### config.mk
export PLATFORM = sky130hd
export DESIGN_NAME = nib_link_rx
export DESIGN_NICKNAME = d
export VERILOG_FILES = /design/src/rtl/nlr_pkg.sv /design/src/rtl/nlr_sample.sv /design/src/rtl/nlr_asm.sv /design/src/rtl/nlr_fifo.sv /design/src/rtl/nlr_blk_chk.sv /design/src/rtl/nib_link_rx.sv
export SDC_FILE = /design/constraint.sdc
export NUM_CORES = 1
export LEC_CHECK = 0
export BUFFER_PORTS_ARGS = -buffer_cell sky130_fd_sc_hd__buf_2
export CELL_PAD_IN_SITES_DETAIL_PLACEMENT = 0
export CELL_PAD_IN_SITES_GLOBAL_PLACEMENT = 1
export CORE_MARGIN = 1
export CORE_UTILIZATION = 35
export DETAILED_ROUTE_END_ITERATION = 8
export PLACE_DENSITY = 0.66
export SETUP_SLACK_MARGIN = 0.02
export SYNTH_ARGS = -nofsm -noshare
export SYNTH_HDL_FRONTEND = slang
export SYNTH_SLANG_ARGS = --single-unit
export TNS_END_PERCENT = 50
### constraint.sdc
create_clock -name clk_i -period 23.3 [get_ports clk_i]
set_input_delay 2.33 -clock clk_i [delete_from_list [all_inputs] [get_ports clk_i]]
set_output_delay 2.33 -clock clk_i [all_outputs]
set_load 0.005 [all_outputs]
### src/rtl/nlr_pkg.sv
package nlr_pkg;
  localparam int NIB_W_DEF = 4;
  localparam int QW_W_DEF  = 128;
  localparam int DEPTH_DEF = 3;
  localparam int LEN_W_DEF = 8;
  localparam int SUM_W_DEF = 16;
endpackage

### src/rtl/nlr_sample.sv
module nlr_sample #(
  parameter int NIB_W = 4
) (
  input  logic             clk_i,
  input  logic             rst_ni,
  input  logic             lclk_i,
  input  logic [NIB_W-1:0] ldat_i,
  input  logic             bcmp_i,
  output logic             tog_o,
  output logic [NIB_W-1:0] nib_o,
  output logic             eob_o
);
  logic             lclk_q, lclk_q2, bcmp_q, bcmp_q2;
  logic [NIB_W-1:0] dat_q;

  always_ff @(posedge clk_i or negedge rst_ni) begin
    if (!rst_ni) begin
      lclk_q  <= 1'b0;
      lclk_q2 <= 1'b0;
      bcmp_q  <= 1'b0;
      bcmp_q2 <= 1'b0;
      dat_q   <= '0;
    end else begin
      lclk_q  <= lclk_i;
      lclk_q2 <= lclk_q;
      bcmp_q  <= bcmp_i;
      bcmp_q2 <= bcmp_q;
      dat_q   <= ldat_i;
    end
  end

  // either transition of the link clock carries a nibble
  assign tog_o = lclk_q ^ lclk_q2;
  assign nib_o = dat_q;
  assign eob_o = bcmp_q & ~bcmp_q2;
endmodule

### src/rtl/nlr_asm.sv
module nlr_asm #(
  parameter int NIB_W = 4,
  parameter int QW_W  = 128
) (
  input  logic             clk_i,
  input  logic             rst_ni,
  input  logic             tog_i,
  input  logic [NIB_W-1:0] nib_i,
  input  logic             eob_i,
  output logic             push_o,
  output logic [QW_W-1:0]  qw_o,
  output logic             eob_o
);
  localparam int NIBS = QW_W / NIB_W;
  localparam int CW   = $clog2(NIBS);
  localparam logic [CW-1:0] LAST = CW'(NIBS - 1);

  logic [CW-1:0]   cnt_q;
  logic [QW_W-1:0] sh_q, sh_nxt;

  always_comb begin
    sh_nxt = sh_q;
    sh_nxt[cnt_q*NIB_W +: NIB_W] = nib_i;
  end

  always_ff @(posedge clk_i or negedge rst_ni) begin
    if (!rst_ni) begin
      cnt_q  <= '0;
      sh_q   <= '0;
      push_o <= 1'b0;
      qw_o   <= '0;
      eob_o  <= 1'b0;
    end else begin
      eob_o  <= eob_i;
      push_o <= 1'b0;
      if (eob_i) begin
        cnt_q <= '0;
      end else if (tog_i) begin
        sh_q <= sh_nxt;
        if (cnt_q == LAST) begin
          cnt_q  <= '0;
          push_o <= 1'b1;
          qw_o   <= sh_nxt;
        end else begin
          cnt_q <= cnt_q + 1'b1;
        end
      end
    end
  end

  a_r2_push_follows_toggle: assert property (@(posedge clk_i) disable iff (!rst_ni)
    push_o |-> $past(tog_i));
endmodule

### src/rtl/nlr_fifo.sv
module nlr_fifo #(
  parameter int W       = 128,
  parameter int DEPTH   = 3,
  parameter int ACK_LVL = DEPTH - 1
) (
  input  logic         clk_i,
  input  logic         rst_ni,
  input  logic         wr_i,
  input  logic [W-1:0] wdata_i,
  input  logic         rd_i,
  output logic [W-1:0] rdata_o,
  output logic         valid_o,
  output logic         ack_o,
  output logic         drop_o
);
  localparam int PW = (DEPTH > 1) ? $clog2(DEPTH) : 1;
  localparam int CW = $clog2(DEPTH + 1);
  localparam logic [PW-1:0] PLAST = PW'(DEPTH - 1);

  logic [W-1:0]  mem [DEPTH];
  logic [PW-1:0] wp_q, rp_q;
  logic [CW-1:0] cnt_q;
  logic          full, wr_ok, rd_ok;

  assign full    = (cnt_q == CW'(DEPTH));
  assign wr_ok   = wr_i & ~full;
  assign rd_ok   = rd_i & (cnt_q != '0);
  assign drop_o  = wr_i & full;
  assign valid_o = (cnt_q != '0);
  assign rdata_o = mem[rp_q];
  assign ack_o   = (cnt_q < CW'(ACK_LVL));

  always_ff @(posedge clk_i) begin
    if (wr_ok) mem[wp_q] <= wdata_i;
  end

  always_ff @(posedge clk_i or negedge rst_ni) begin
    if (!rst_ni) begin
      wp_q  <= '0;
      rp_q  <= '0;
      cnt_q <= '0;
    end else begin
      if (wr_ok) wp_q <= (wp_q == PLAST) ? '0 : wp_q + 1'b1;
      if (rd_ok) rp_q <= (rp_q == PLAST) ? '0 : rp_q + 1'b1;
      case ({wr_ok, rd_ok})
        2'b10:   cnt_q <= cnt_q + 1'b1;
        2'b01:   cnt_q <= cnt_q - 1'b1;
        default: cnt_q <= cnt_q;
      endcase
    end
  end

  a_r3_read_drains: assert property (@(posedge clk_i) disable iff (!rst_ni)
    (rd_i && valid_o && !wr_i) |=> (cnt_q == $past(cnt_q) - 1'b1));
  a_r4_ack_falls_on_write: assert property (@(posedge clk_i) disable iff (!rst_ni)
    $fell(ack_o) |-> $past(wr_i));
  a_r5_drop_only_when_throttled: assert property (@(posedge clk_i) disable iff (!rst_ni)
    drop_o |-> !ack_o);
endmodule

### src/rtl/nlr_blk_chk.sv
module nlr_blk_chk #(
  parameter int QW_W  = 128,
  parameter int LEN_W = 8,
  parameter int SUM_W = 16
) (
  input  logic             clk_i,
  input  logic             rst_ni,
  input  logic             push_i,
  input  logic [QW_W-1:0]  qw_i,
  input  logic             eob_i,
  input  logic             chk_en_i,
  input  logic [LEN_W-1:0] blk_len_i,
  input  logic             err_clr_i,
  input  logic             drop_i,
  output logic             wr_o,
  output logic             sum_err_o,
  output logic             len_err_o,
  output logic             ovf_o
);
  localparam int NB = QW_W / 8;

  logic [LEN_W:0]   qcnt_q, len_ext, need;
  logic [SUM_W-1:0] sum_q, bsum;
  logic             is_ck, mism, short_blk;

  always_comb begin
    bsum = '0;
    for (int i = 0; i < NB; i++) bsum = bsum + SUM_W'(qw_i[i*8 +: 8]);
  end

  assign len_ext   = {1'b0, blk_len_i};
  assign need      = len_ext + (LEN_W+1)'(chk_en_i);
  assign is_ck     = chk_en_i && (qcnt_q == len_ext);
  assign wr_o      = push_i && !is_ck;
  assign mism      = push_i && is_ck && (qw_i[SUM_W-1:0] != sum_q);
  assign short_blk = eob_i && (qcnt_q < need);

  always_ff @(posedge clk_i or negedge rst_ni) begin
    if (!rst_ni) begin
      qcnt_q <= '0;
      sum_q  <= '0;
    end else if (eob_i) begin
      qcnt_q <= '0;
      sum_q  <= '0;
    end else if (push_i) begin
      if (qcnt_q < len_ext) sum_q <= sum_q + bsum;
      if (qcnt_q != '1) qcnt_q <= qcnt_q + 1'b1;
    end
  end

  // set wins over a coincident clear
  always_ff @(posedge clk_i or negedge rst_ni) begin
    if (!rst_ni) begin
      sum_err_o <= 1'b0;
      len_err_o <= 1'b0;
      ovf_o     <= 1'b0;
    end else begin
      sum_err_o <= (sum_err_o & ~err_clr_i) | mism;
      len_err_o <= (len_err_o & ~err_clr_i) | short_blk;
      ovf_o     <= (ovf_o & ~err_clr_i) | drop_i;
    end
  end

  a_r6_sum_err_sticky: assert property (@(posedge clk_i) disable iff (!rst_ni)
    (sum_err_o && !err_clr_i) |=> sum_err_o);
  a_r8_len_err_at_block_end: assert property (@(posedge clk_i) disable iff (!rst_ni)
    $rose(len_err_o) |-> $past(eob_i));
  a_r5_ovf_from_drop: assert property (@(posedge clk_i) disable iff (!rst_ni)
    $rose(ovf_o) |-> $past(drop_i));
  a_r10_clear_all: assert property (@(posedge clk_i) disable iff (!rst_ni)
    (err_clr_i && !eob_i && !push_i && !drop_i) |=> (!sum_err_o && !len_err_o && !ovf_o));
endmodule

### src/rtl/nib_link_rx.sv
module nib_link_rx #(
  parameter int NIB_W = nlr_pkg::NIB_W_DEF,
  parameter int QW_W  = nlr_pkg::QW_W_DEF,
  parameter int DEPTH = nlr_pkg::DEPTH_DEF,
  parameter int LEN_W = nlr_pkg::LEN_W_DEF,
  parameter int SUM_W = nlr_pkg::SUM_W_DEF
) (
  input  logic             clk_i,
  input  logic             rst_ni,
  input  logic             lclk_i,
  input  logic [NIB_W-1:0] ldat_i,
  input  logic             bcmp_i,
  output logic             ack_o,
  input  logic             chk_en_i,
  input  logic [LEN_W-1:0] blk_len_i,
  input  logic             err_clr_i,
  output logic [QW_W-1:0]  qw_data_o,
  output logic             qw_valid_o,
  input  logic             qw_ready_i,
  output logic             sum_err_o,
  output logic             len_err_o,
  output logic             ovf_o
);
  localparam int ACK_LVL = DEPTH - 1;

  logic             tog, eob_s, push, eob_a, wr, drop;
  logic [NIB_W-1:0] nib;
  logic [QW_W-1:0]  qw;

  nlr_sample #(.NIB_W(NIB_W)) u_sample (
    .clk_i, .rst_ni, .lclk_i, .ldat_i, .bcmp_i,
    .tog_o(tog), .nib_o(nib), .eob_o(eob_s)
  );

  nlr_asm #(.NIB_W(NIB_W), .QW_W(QW_W)) u_asm (
    .clk_i, .rst_ni, .tog_i(tog), .nib_i(nib), .eob_i(eob_s),
    .push_o(push), .qw_o(qw), .eob_o(eob_a)
  );

  nlr_blk_chk #(.QW_W(QW_W), .LEN_W(LEN_W), .SUM_W(SUM_W)) u_chk (
    .clk_i, .rst_ni, .push_i(push), .qw_i(qw), .eob_i(eob_a),
    .chk_en_i, .blk_len_i, .err_clr_i, .drop_i(drop),
    .wr_o(wr), .sum_err_o, .len_err_o, .ovf_o
  );

  nlr_fifo #(.W(QW_W), .DEPTH(DEPTH), .ACK_LVL(ACK_LVL)) u_fifo (
    .clk_i, .rst_ni, .wr_i(wr), .wdata_i(qw), .rd_i(qw_ready_i),
    .rdata_o(qw_data_o), .valid_o(qw_valid_o), .ack_o, .drop_o(drop)
  );
endmodule

==> metrics.md, run 1 <==
| Metric | Value |
|---|---|
| Worst Hold Class | reg -> reg |
| Worst-margin pin slew | 1.235 ns |
| Gate Count Post-Synth | 2,486 |
| Area grow syn2layout | 14.56% |
| Syn nets | 2,685 |
| Port-buffer cells | 151 |
| Starting Density | 35.43% |
| End of the worst hold path | u_sample.bcmp_q2 |
| Post-synthesis sequential area ratio | 60.00% |
| Number of placed I/O pins | 152 |
| WL met3 | 3.817 mm |
| Data arrival, critical path | 7.15 ns |
| Vias per cell | 5.006 |
| GPL Wtd Cong | 0.9023 |
| Fmax | 150.2 MHz |
| M1 WL | 38.15 mm |
| CTS clk-pin slew, worst paths | 0.06 ns |
| Fin. Hold Viols | 0 |
| Power Dens Cells | 84.16 nW/µm² |
| Core Area | 90,150 µm² |
| Setup Crit Path Kind | reg -> reg |
| Seq cells post-synth | 689 |
| DIE AREA | 92,470 µm² |
| Via count | 19,400 |
| Hold Path Depth | 0 |
| Top FF cell, synth | edfxtp_1 |
| Worst slew margin | 16.88% |
| First-pass GRT wire length | 128.0 mm |
| Setup Buffers After CTS | 0 |
| H-tree depth | 3 |
| Net Sw Power | 0.8584 mW |
| Final Critical Period | 6.658 ns |
| Vias in the first global route | 19,910 |
| Final worst-path cycle share | 28.57% |
| Residual DRC | 0 |
| R2r endpoint | u_chk.sum_q[15] |
| Status | finished, final reports clean |
| Die Y | 304.1 µm |
| Final WL | 85.59 mm |
| Initial antenna violation count | 1 |
| CP Data Required Time | 23.79 ns |
| Max IR drop VDD | 0.05438 mV |
| Post-detail-place hpwl | 62.18 mm |
| Final max-slew violation count | 0 |
| DR top layer | met4 |
| Share of cells above drive strength 1 | 15.49% |
| Endpoint type of the worst setup path | flop |
| Post-synth EDFFs | 384 |
| Post-route cell area | 36,590 µm² |
| Die X | 304.1 µm |
| Worst flop-to-flop path startpoint | u_asm.qw_o[8] |
| Final WS setup | 16.64 ns |
| Final clock skew | 0.03615 ns |
| Placed Area | 33,990 µm² |
| Syn avg cell area | 12.85 µm² |
| Sink Count | 689 |
| Worst slack, placed | 16.66 ns |
| Cell Int Power | 2.221 mW |
| Post-synthesis cell area | 31,940 µm² |
| Grt ovf | 0 |
| Post-route ant nets | 0 |
| # resized after CTS | 0 |
| Sw Ratio | 27.88% |
| Largest net degree at the start of global routing | 189 |
| RSZ-0062 raised after global routing | no |
| Clock latency on the worst-skew pair | 0.64 ns |
| Max-cap viol count | 0 |
| Worst hold path startpoint | u_sample.bcmp_q |
| CTS max path bufs | 3 |
| Met2 WL post-DR | 41.57 mm |
| Num CTS Buffers | 77 |
| Yosys warnings | 0 |
| Row count | 110 |
| Register-to-Register Setup Slack | 16.64 ns |
| FFs w/ async S/R, synth | 44.27% |
| Final Setup Violations | 0 |
| GR Util All Layers | 18.60% |
| Type of origin of the critical path | flop |
| Reg power frac | 43.5% |
| Starting DRC count in detailed routing | 1,448 |
| Setup TNS | 0 ns |
| Clk pwr share | 40.1% |
| CP max FO | 6 |
| Nets | 2,834 |
| Combinational share of power | 16.4% |
| Post-CTS Hold Buffers | 0 |
| R2R depth | 24 |
| Post-synthesis cell type count | 58 |
| Clock Tree Root | clkbuf_16 |
| Pre-Repair DR Iteration Count | 5 |
| TritonCTS clock tree | built |
| P_leak | 14.65 nW |
| DR WL/cell | 22.08 µm |
## worst max path at each step
stage	from	end	slack (ns)	depth (start not counted)
after floorplan	blk_len_i[5]	u_fifo.mem[1][0]	9.93	7
after global placement	u_asm.qw_o[0]	u_chk.sum_q[15]	16.73	24
after detailed placement	u_asm.qw_o[8]	u_chk.sum_q[15]	16.66	24
after CTS	u_asm.qw_o[8]	u_chk.sum_q[15]	16.62	24
after global routing	u_asm.qw_o[8]	u_chk.sum_q[15]	16.24	24
final	u_asm.qw_o[8]	u_chk.sum_q[15]	16.64	24
## kinds of logic (layout without fill, tap and decap cells)
logic type | count (synthesis) | count (layout) | share of synthesized area (%)
AOI/OAI and AO/OA | 371 | 371 | 6.440
xor gates and xnor gates | 49 | 49 | 1.367
adders and majority gates | 180 | 180 | 9.636
buffers and inverters | 262 | 475 | 3.153
DFF | 689 | 689 | 60.00
muxes | 356 | 356 | 11.57
other | 0 | 1 | 0
and+or+nand+nor | 579 | 579 | 7.838
## through the flow
stage	hold WS [ns]	instances	utilization, %	total power, mW
finish	0.3730	3876	40.59	3.079
floorplan	0.3465	2486	-	1.636
detailed placement	0.3656	3732	37.70	1.881
CTS	0.3793	3875	40.59	3.122
global route	0.3877	3875	40.59	3.214
global placement	0.3613	3732	37.70	1.876
## power by group through the flow
stage	Clock [mW]	Sequential, mW	Combinational, mW
6_report	1.23	1.34	0.505
5_1_grt	1.31	1.34	0.554
4_1_cts	1.26	1.34	0.517
3_5_place_dp	0	1.36	0.516
3_3_place_gp	0	1.36	0.511
2_1_floorplan	0	1.32	0.314
## layout make-up
type | instances | area (µm²)
Fill cell | 8303 | 53560
Sequential cell | 689 | 19170
Multi-Input combinational cell | 1535 | 11790
Clock buffer | 107 | 2151
Tap cell | 1176 | 1471
Timing Repair Buffer | 177 | 973.4
Inverter | 155 | 581.8
Clock inverter | 36 | 446.7
Antenna cell | 1 | 2.502
## critical path, cell delays in order (launching register included)
cell	delay [ns]
dfrtp_1	0.45
ha_1	0.24
inv_1	0.06
fa_1	0.40
nor2b_1	0.12
o21ai_0	0.08
nand2b_1	0.14
a21o_1	0.13
a21oi_1	0.07
xnor2_1	0.15
fa_1	0.51
inv_1	0.06
fa_1	0.45
fa_1	0.49
fa_1	0.52
fa_1	0.52
fa_1	0.54
inv_1	0.04
ha_1	0.37
nand2_1	0.09
o21ai_0	0.26
o21a_1	0.23
a21oi_1	0.08
a21oi_1	0.14
mux2_2	0.37
## cells in the final DEF, fill, tap and decap left out, types with 4 or more instances in the layout
master / synthesis / routed
edfxtp_1: 384 / 384
nand2_1: 360 / 359
dfrtp_1: 305 / 303
o21ai_0: 282 / 282
mux2i_1: 251 / 251
inv_1: 154 / 154
buf_2: 7 / 150
fa_1: 110 / 110
mux2_2: 105 / 105
nor2_1: 81 / 81
clkbuf_16: 0 / 78
ha_1: 70 / 70
nand3_1: 31 / 31
xor2_1: 29 / 29
buf_4: 1 / 25
a21oi_1: 22 / 22
and3_1: 22 / 22
clkbuf_1: 84 / 20
xnor2_1: 19 / 19
and2_1: 14 / 14
clkinv_2: 0 / 13
nor2b_1: 12 / 12
a211oi_1: 11 / 11
nand2b_1: 9 / 9
a21o_1: 9 / 9
o211ai_1: 9 / 9
clkbuf_8: 0 / 9
nor4_1: 8 / 8
nor3_1: 9 / 8
clkinv_1: 1 / 8
bufinv_16: 0 / 8
nand4_1: 7 / 7
and2_0: 7 / 7
o221ai_1: 7 / 7
nor3_2: 4 / 5
o21a_1: 5 / 5
a22o_1: 5 / 5
a211o_1: 4 / 4
## routing by layer
metal | up-vias | global-route usage, %
li1 | 9004 | -
met3 | 111 | 2.967
met1 | 9850 | 25.06
met2 | 439 | 30.82
met5 | - | 0
met4 | 0 | 5.643
## Yosys cell counts, drive strengths merged, types with 22 or more instances
| library cell | n | area (µm²) |
|---|---|---|
| a21oi | 23 | 126.4 |
| and3 | 22 | 137.6 |
| clkbuf | 87 | 330.3 |
| dfrtp | 305 | 7632 |
| edfxtp | 384 | 11530 |
| fa | 110 | 2202 |
| ha | 70 | 875.8 |
| inv | 154 | 578.1 |
| mux2 | 105 | 1182 |
| mux2i | 251 | 2512 |
| nand2 | 361 | 1358 |
| nand3 | 31 | 155.2 |
| nor2 | 83 | 316.6 |
| o21ai | 282 | 1411 |
| xor2 | 30 | 270.3 |
## sequential cells by signal, indices dropped and copies added, names as in the netlist, 2 cells and up
signal	cells
u_fifo.mem	384
u_asm.qw_o	128
u_asm.sh_q	128
u_chk.sum_q	16
u_chk.qcnt_q	9
u_asm.cnt_q	5
u_sample.nib_o	4
u_fifo.cnt_q	2
u_fifo.rp_q	2
u_fifo.wp_q	2
Power figures use the tool's default switching activity.
==> run 2, diff against run 1 <==
Clock period 23.3 ns to 6.85 ns, I/O delays scaled along.
==> run 2 against run 1 <==
Die area stayed put. First-iteration DRC count is 4.8% lower. Largest power group unchanged. Register-to-register slack worse by 16 ns. Total power grew to 3.3 times the previous value. Sequential share of layout area is 0.23 points higher. Highest routed layer unchanged. Final area is 0.42% lower. Global-route usage is 0.17 points lower. Clock-buffer cell count is 15 lower. Largest cell class unchanged.
==> metrics.md, run 2 (synthesis results as in run 1) <==
| Metric | Value |
|---|---|
| Nets | 2,823 (-0.39%) |
| TritonCTS clock tree | built |
| Port-buffer cells | 151 (unchanged) |
| Power Dens Cells | 281.4 nW/µm² (+230%) |
| Data arrival, critical path | 7.09 ns (-0.06 ns) |
| Biggest registers after layout | u_fifo.mem: 384 flops, u_asm.qw_o: 128 flops, u_asm.sh_q: 128 flops |
| Final worst-path cycle share | 96.22% (+68 points) |
| Max-cap viol count | 0 (unchanged) |
| Grt ovf | 0 (unchanged) |
| Setup Crit Path Kind | reg -> reg |
| Fmax | 151.7 MHz (+1.0%) |
| H-tree depth | 3 (unchanged) |
| Pre-Repair DR Iteration Count | 5 (unchanged) |
| Biggest register | u_fifo.mem |
| Clock Tree Root | clkbuf_16 |
| Vias per cell | 5.015 (+0.18%) |
| GR Util All Layers | 18.42% (-0.17 points) |
| RSZ-0062 raised after global routing | no |
| Worst-margin pin slew | 1.234 ns (-0.001553 ns) |
| Row count | 110 (unchanged) |
| Starting DRC count in detailed routing | 1,378 (-4.8%) |
| CTS clk-pin slew, worst paths | 0.06 ns (about the same) |
| CP max FO | 6 (unchanged) |
| CP Data Required Time | 7.35 ns (-16.44 ns) |
| Final Critical Period | 6.591 ns (-0.06676 ns) |
| Sink Count | 689 (unchanged) |
| Fin. Hold Viols | 0 (unchanged) |
| Post-detail-place hpwl | 60.58 mm (-2.6%) |
| Total chip power | 10.25 mW (+230%) |
| Vias in the first global route | 19,900 (-0.045%) |
| Endpoint type of the worst setup path | flop |
| Antenna Cells | 0 (-1) |
| Max IR drop VDD | 0.2052 mV (+280%) |
| DR WL/cell | 22.08 µm (about the same) |
| Largest net degree at the start of global routing | 169 (-11%) |
| Number of placed I/O pins | 152 (unchanged) |
| Max FFs per register | 384 (unchanged) |
| First-pass GRT wire length | 127.3 mm (-0.51%) |
| Final clock skew | 0.02445 ns (-0.01170 ns) |
| Final WL | 85.24 mm (-0.41%) |
| DIE AREA | 92,470 µm² (unchanged) |
| Initial antenna violation count | 2 (+1) |
| Post-route ant nets | 0 (unchanged) |
| Final Setup Violations | 0 (unchanged) |
| Worst slew margin | 17.44% (+0.56 points) |
| Most frequent cells in the layout | edfxtp_1, nand2_1, dfrtp_1, o21ai_0, mux2i_1 |
| GPL Wtd Cong | 0.8982 (-0.45%) |
| Commonest non-fill, non-tap cell in the layout | edfxtp_1 |
| Core Area | 90,150 µm² (unchanged) |
| Final max-slew violation count | 0 (unchanged) |
| Hold slack final | 0.04734 ns (-0.3257 ns) |
| Area grow syn2layout | 14.07% |
| Post-CTS Hold Buffers | 0 (unchanged) |
| Residual DRC | 0 (unchanged) |
| Non-Filler Instances | 3,861 (-0.39%) |
| Type of origin of the critical path | flop |
| P_leak | 14.53 nW (-0.83%) |
| Die X | 304.1 µm (unchanged) |
| Status | finished, final reports clean |
| Worst Hold Class | in -> async |
| Share of cells above drive strength 1 | 15.23% (-0.25 points) |
| Via count | 19,360 (-0.21%) |
| Die Y | 304.1 µm (unchanged) |
| Starting Density | 35.43% (unchanged) |
| Inst Count DP | 3,722 (-0.27%) |
| Num CTS Buffers | 75 (-2.6%) |
| CTS max path bufs | 3 (unchanged) |
| Clock latency on the worst-skew pair | 0.62 ns (-0.02 ns) |
run 2: changes by cell type in the layout (fill, tap and decap cells not counted), sizes merged:
cell	change
clkbuf	-15
clkinv	+10
buf	-9
bufinv	-3
clkinvlp	+2
diode	-1
inv	+1
run 2: final timing paths:
check / from / end / slack (ns) / cells after the start
setup / recovery: u_asm.qw_o[0] / u_chk.sum_q[14] / 0.26 / 20
hold / removal: rst_ni / u_sample.bcmp_q / 0.05 / 1
setup reg to reg: u_asm.qw_o[0] / u_chk.sum_q[14] / 0.26 / 20
hold reg to reg: u_sample.bcmp_q / u_sample.bcmp_q2 / 0.37 / 0
max in group asynchronous: rst_ni / u_chk.sum_q[3] / 5.18 / 2
min in group clk_i: ldat_i[3] / u_sample.nib_o[3] / 0.17 / 1
run 2: stage by stage:
step | setup TNS, ns | util, % | setup WS, ns | cell area [µm²]
2_1_floorplan | -67.31 | - | -0.2656 | 31960
3_3_place_gp | 0 | 37.72 | 0.3053 | 34010
3_5_place_dp | 0 | 37.72 | 0.1783 | 34010
4_1_cts | 0 | 40.39 | 0.1615 | 36410
5_1_grt | 0 | 40.42 | 0.02482 | 36430
6_report | 0 | 40.42 | 0.2591 | 36430
run 2: layer usage:
layer  share of wire (%)  track usage, %  vias up
li1                    -               -     8986
met1                  45           24.61     9821
met2                  49           30.65      424
met3                 4.2           3.259      132
met4                 2.5           5.324        0
met5                   0               0        -
run 2: where the power goes:
part	switching, mW	internal (mW)	total, mW	leakage [nW]
Clock	1.67	2.29	3.96	1.17
Combinational	1.07	0.653	1.72	6.25
Sequential	0.179	4.39	4.57	7.10
run 2: layout make-up:
cell class,instances,area [µm²]
clock buffers,92,2022
clock inverters,46,379.1
fillers,8406,53710
inverters,155,581.8
multi-input cells,1535,11840
flip-flops and latches,689,19170
well taps,1176,1471
repair buffers,168,968.4
run 2: critical path: stages (launching register included):
cell     delay [ns]
dfrtp_2        0.42
ha_1           0.20
inv_1          0.06
fa_1           0.40
xnor2_1        0.36
fa_1           0.50
inv_1          0.10
fa_1           0.42
fa_1           0.52
fa_1           0.54
inv_1          0.05
fa_1           0.50
fa_1           0.49
ha_1           0.25
fa_1           0.43
a211o_1        0.34
a21oi_1        0.23
a21oi_1        0.15
a31oi_1        0.22
xnor2_1        0.08
a22o_1         0.18
run 2: timing repair:
item	CTS	global route
hold endpoints to repair	0	0
setup buffers	0	1
endpoints found under the setup margin	0	6
gates resized for setup	0	6
==> run 3, diff against run 2 <==
--- a/config.mk
+++ b/config.mk
@@ -11,5 +11,5 @@
 export CORE_MARGIN = 1
-export CORE_UTILIZATION = 35
+export CORE_UTILIZATION = 28
 export DETAILED_ROUTE_END_ITERATION = 8
-export PLACE_DENSITY = 0.66
+export PLACE_DENSITY = 0.57
 export SETUP_SLACK_MARGIN = 0.02
==> constraint.sdc (replaced) <==
create_clock -name clk_i -period 6.85 [get_ports clk_i]
set_input_delay 1.37 -clock clk_i [delete_from_list [all_inputs] [get_ports clk_i]]
set_output_delay 1.37 -clock clk_i [all_outputs]
set_load 0.005 [all_outputs]
==> run 3 against run 2 <==
Maximum frequency increased by 0.61%. Largest cell class unchanged. Total power rose by 3.7%. Core utilization decreased by 7.4 points. Clock-buffer cell count rose by 17. Critical path depth did not move. Non-clock buffer count is 9 higher. Final area rose by 2.1%. Critical endpoint unchanged.
==> metrics.md, run 3 (synthesis results as in run 1) <==
| Metric | Value |
|---|---|
| Grt ovf | 0 (unchanged) |
| CTS max path bufs | 3 (unchanged) |
| GR Layer Usage met1 | 20.90% (-3.7 points) |
| Final clock skew | 0.03523 ns (+0.01078 ns) |
| Final Critical Period | 6.551 ns (-0.04002 ns) |
| Largest net degree at the start of global routing | 124 (-27%) |
| Endpoint type of the worst setup path | flop |
| Vias per cell | 4.608 (-8.1%) |
| GR Util All Layers | 15.71% (-2.7 points) |
| Max FFs per register | 384 (unchanged) |
| Setup Crit Path Kind | reg -> reg |
| Fmax | 152.7 MHz (+0.61%) |
| Num CTS Buffers | 79 (+5.3%) |
| Sink Count | 689 (unchanged) |
| Core Area | 112,800 µm² (+25%) |
| GPL Wtd Cong | 0.8589 (-4.4%) |
| Pre-Repair DR Iteration Count | 5 (unchanged) |
| Status | finished, final reports clean |
| Die Y | 339.7 µm (+12%) |
| Die X | 339.7 µm (+12%) |
| Total chip power | 10.63 mW (+3.7%) |
| Max IR drop VDD | 0.2465 mV (+20%) |
| Final WS setup | 0.2991 ns (+0.04002 ns) |
| Fin. Hold Viols | 0 (unchanged) |
| Non-Filler Instances | 4,203 (+8.9%) |
| Antenna Cells | 0 (unchanged) |
| Met3 Resource Use GR | 2.515% (-0.74 points) |
| CP Data Required Time | 7.38 ns (+0.03 ns) |
| Starting DRC count in detailed routing | 1,509 (+9.5%) |
| Hold slack final | 0.3995 ns (+0.3522 ns) |
| CP max FO | 6 (unchanged) |
| Area grow syn2layout | 16.50% |
| CTS clk-pin slew, worst paths | 0.06 ns (about the same) |
| Most frequent cells in the layout | edfxtp_1, nand2_1, dfrtp_1, o21ai_0, mux2i_1 |
| Clock latency on the worst-skew pair | 0.65 ns (+0.03 ns) |
| Post-route ant nets | 0 (unchanged) |
| Vias in the first global route | 19,910 (+0.070%) |
| Worst slew margin | 15.31% (-2.1 points) |
| Worst-margin pin slew | 1.266 ns (+0.03182 ns) |
| Setup Buffers After CTS | 0 (unchanged) |
| Final max-slew violation count | 0 (unchanged) |
| Initial antenna violation count | 2 (unchanged) |
| TritonCTS clock tree | built |
| Top Usage Layer GRT | met2 |
| Nets | 2,836 (+0.46%) |
| Biggest registers after layout | u_fifo.mem: 384 flops, u_asm.qw_o: 128 flops, u_asm.sh_q: 128 flops |
| Number of placed I/O pins | 152 (unchanged) |
| Worst slack, placed | 0.1813 ns (+0.003009 ns) |
| DR WL/cell | 21.61 µm (-2.1%) |
| Row count | 123 (+12%) |
| Inst Count DP | 4,056 (+9.0%) |
| Clock Tree Root | clkbuf_16 |
| Port-buffer cells | 151 (unchanged) |
| RSZ-0062 raised after global routing | no |
| Final WL | 90.84 mm (+6.6%) |
| Via count | 19,370 (+0.021%) |
| Share of cells above drive strength 1 | 15.95% (+0.71 points) |
| Data arrival, critical path | 7.08 ns (about the same) |
| Final worst-path cycle share | 95.63% (-0.58 points) |
| P_leak | 14.71 nW (+1.2%) |
| H-tree depth | 3 (unchanged) |
| Post-detail-place hpwl | 66.63 mm (+10%) |
| First-pass GRT wire length | 134.3 mm (+5.4%) |
| Type of origin of the critical path | flop |
| Met2 usage | 26.38% (-4.3 points) |
| Power Dens Cells | 285.7 nW/µm² (+1.5%) |
| Biggest register | u_fifo.mem |
| Residual DRC | 0 (unchanged) |
| Fill count | 11,130 (+32%) |
| Starting Density | 28.31% (-7.1 points) |
| Worst Hold Class | reg -> reg |
| Max-cap viol count | 0 (unchanged) |
| DIE AREA | 115,400 µm² (+25%) |
| Post-layout util | 32.99% (-7.4 points) |
| Commonest non-fill, non-tap cell in the layout | edfxtp_1 |
| Final Setup Violations | 0 (unchanged) |
run 3: cell count changes in the layout (fill, tap and decap cells not counted), moves of 2 or more:
cell	previous run	this run
clkinv_16	0	2
clkinv_1	20	6
ha_1	70	68
clkinv_8	1	3
clkbuf_16	76	80
bufinv_16	5	8
buf_4	11	19
clkbuf_1	10	22
ha_2	0	2
run 3: path summary, 6_finish.rpt:
check / from / end / slack, ns / cells after the start
min in group asynchronous: rst_ni / u_sample.bcmp_q / 0.65 / 1
worst max-delay path: u_asm.qw_o[0] / u_chk.sum_q[14] / 0.30 / 20
max in group asynchronous: rst_ni / u_asm.qw_o[72] / 4.80 / 2
worst min register to register: u_sample.lclk_q / u_sample.lclk_q2 / 0.40 / 0
worst min-delay path: u_sample.lclk_q / u_sample.lclk_q2 / 0.40 / 0
worst max register to register: u_asm.qw_o[0] / u_chk.sum_q[14] / 0.30 / 20
run 3: final cells by class:
| class | count | area, µm² | area share, % |
|---|---|---|---|
| timing repair buffer | 177 | 1049 | 2.818 |
| multi-input combinational | 1535 | 11850 | 31.84 |
| clock buffer | 109 | 2181 | 5.861 |
| clock inverter | 38 | 501.7 | 1.348 |
| tap | 1500 | 1877 | 5.044 |
| inverter | 155 | 581.8 | 1.564 |
| sequential | 689 | 19170 | 51.53 |
run 3: power breakdown:
part / internal (mW) / leakage (nW) / switching, mW
Combinational: 0.650 / 6.31 / 1.15
Clock: 2.56 / 1.30 / 1.74
Sequential: 4.39 / 7.10 / 0.130
run 3: through the flow:
| stage | cell area (µm²) | TNS (ns) |
|---|---|---|
| 6_report | 37210 | 0 |
| 5_1_grt | 37210 | 0 |
| 4_1_cts | 37180 | 0 |
| 3_5_place_dp | 34500 | 0 |
| 3_3_place_gp | 34500 | 0 |
| 2_1_floorplan | 31960 | -243.22 |
run 3: critical path: stages, from the launching register on:
cell	delay (ns)
dfrtp_2	0.42
ha_1	0.22
inv_1	0.07
fa_1	0.42
xnor2_2	0.29
fa_1	0.47
inv_1	0.09
fa_1	0.41
fa_1	0.52
fa_1	0.54
inv_1	0.05
fa_1	0.50
fa_1	0.49
ha_1	0.26
fa_1	0.43
a211o_1	0.33
a21oi_1	0.25
a21oi_1	0.16
a31oi_1	0.23
xnor2_1	0.08
a22o_1	0.18
run 3: timing repair:
item,4_1_cts,5_1_grt
resized for setup,0,9
endpoints found under the setup margin,0,6
hold buffers,0,0
endpoints found under the hold margin,0,0
run 3: metal layers:
| layer | vias to the layer above | share of wire (%) |
|---|---|---|
| met1 | 9848 | 44 |
| met5 | - | 0 |
| met3 | 101 | 4.5 |
| met4 | 0 | 2.1 |
| li1 | 9017 | - |
| met2 | 401 | 49 |
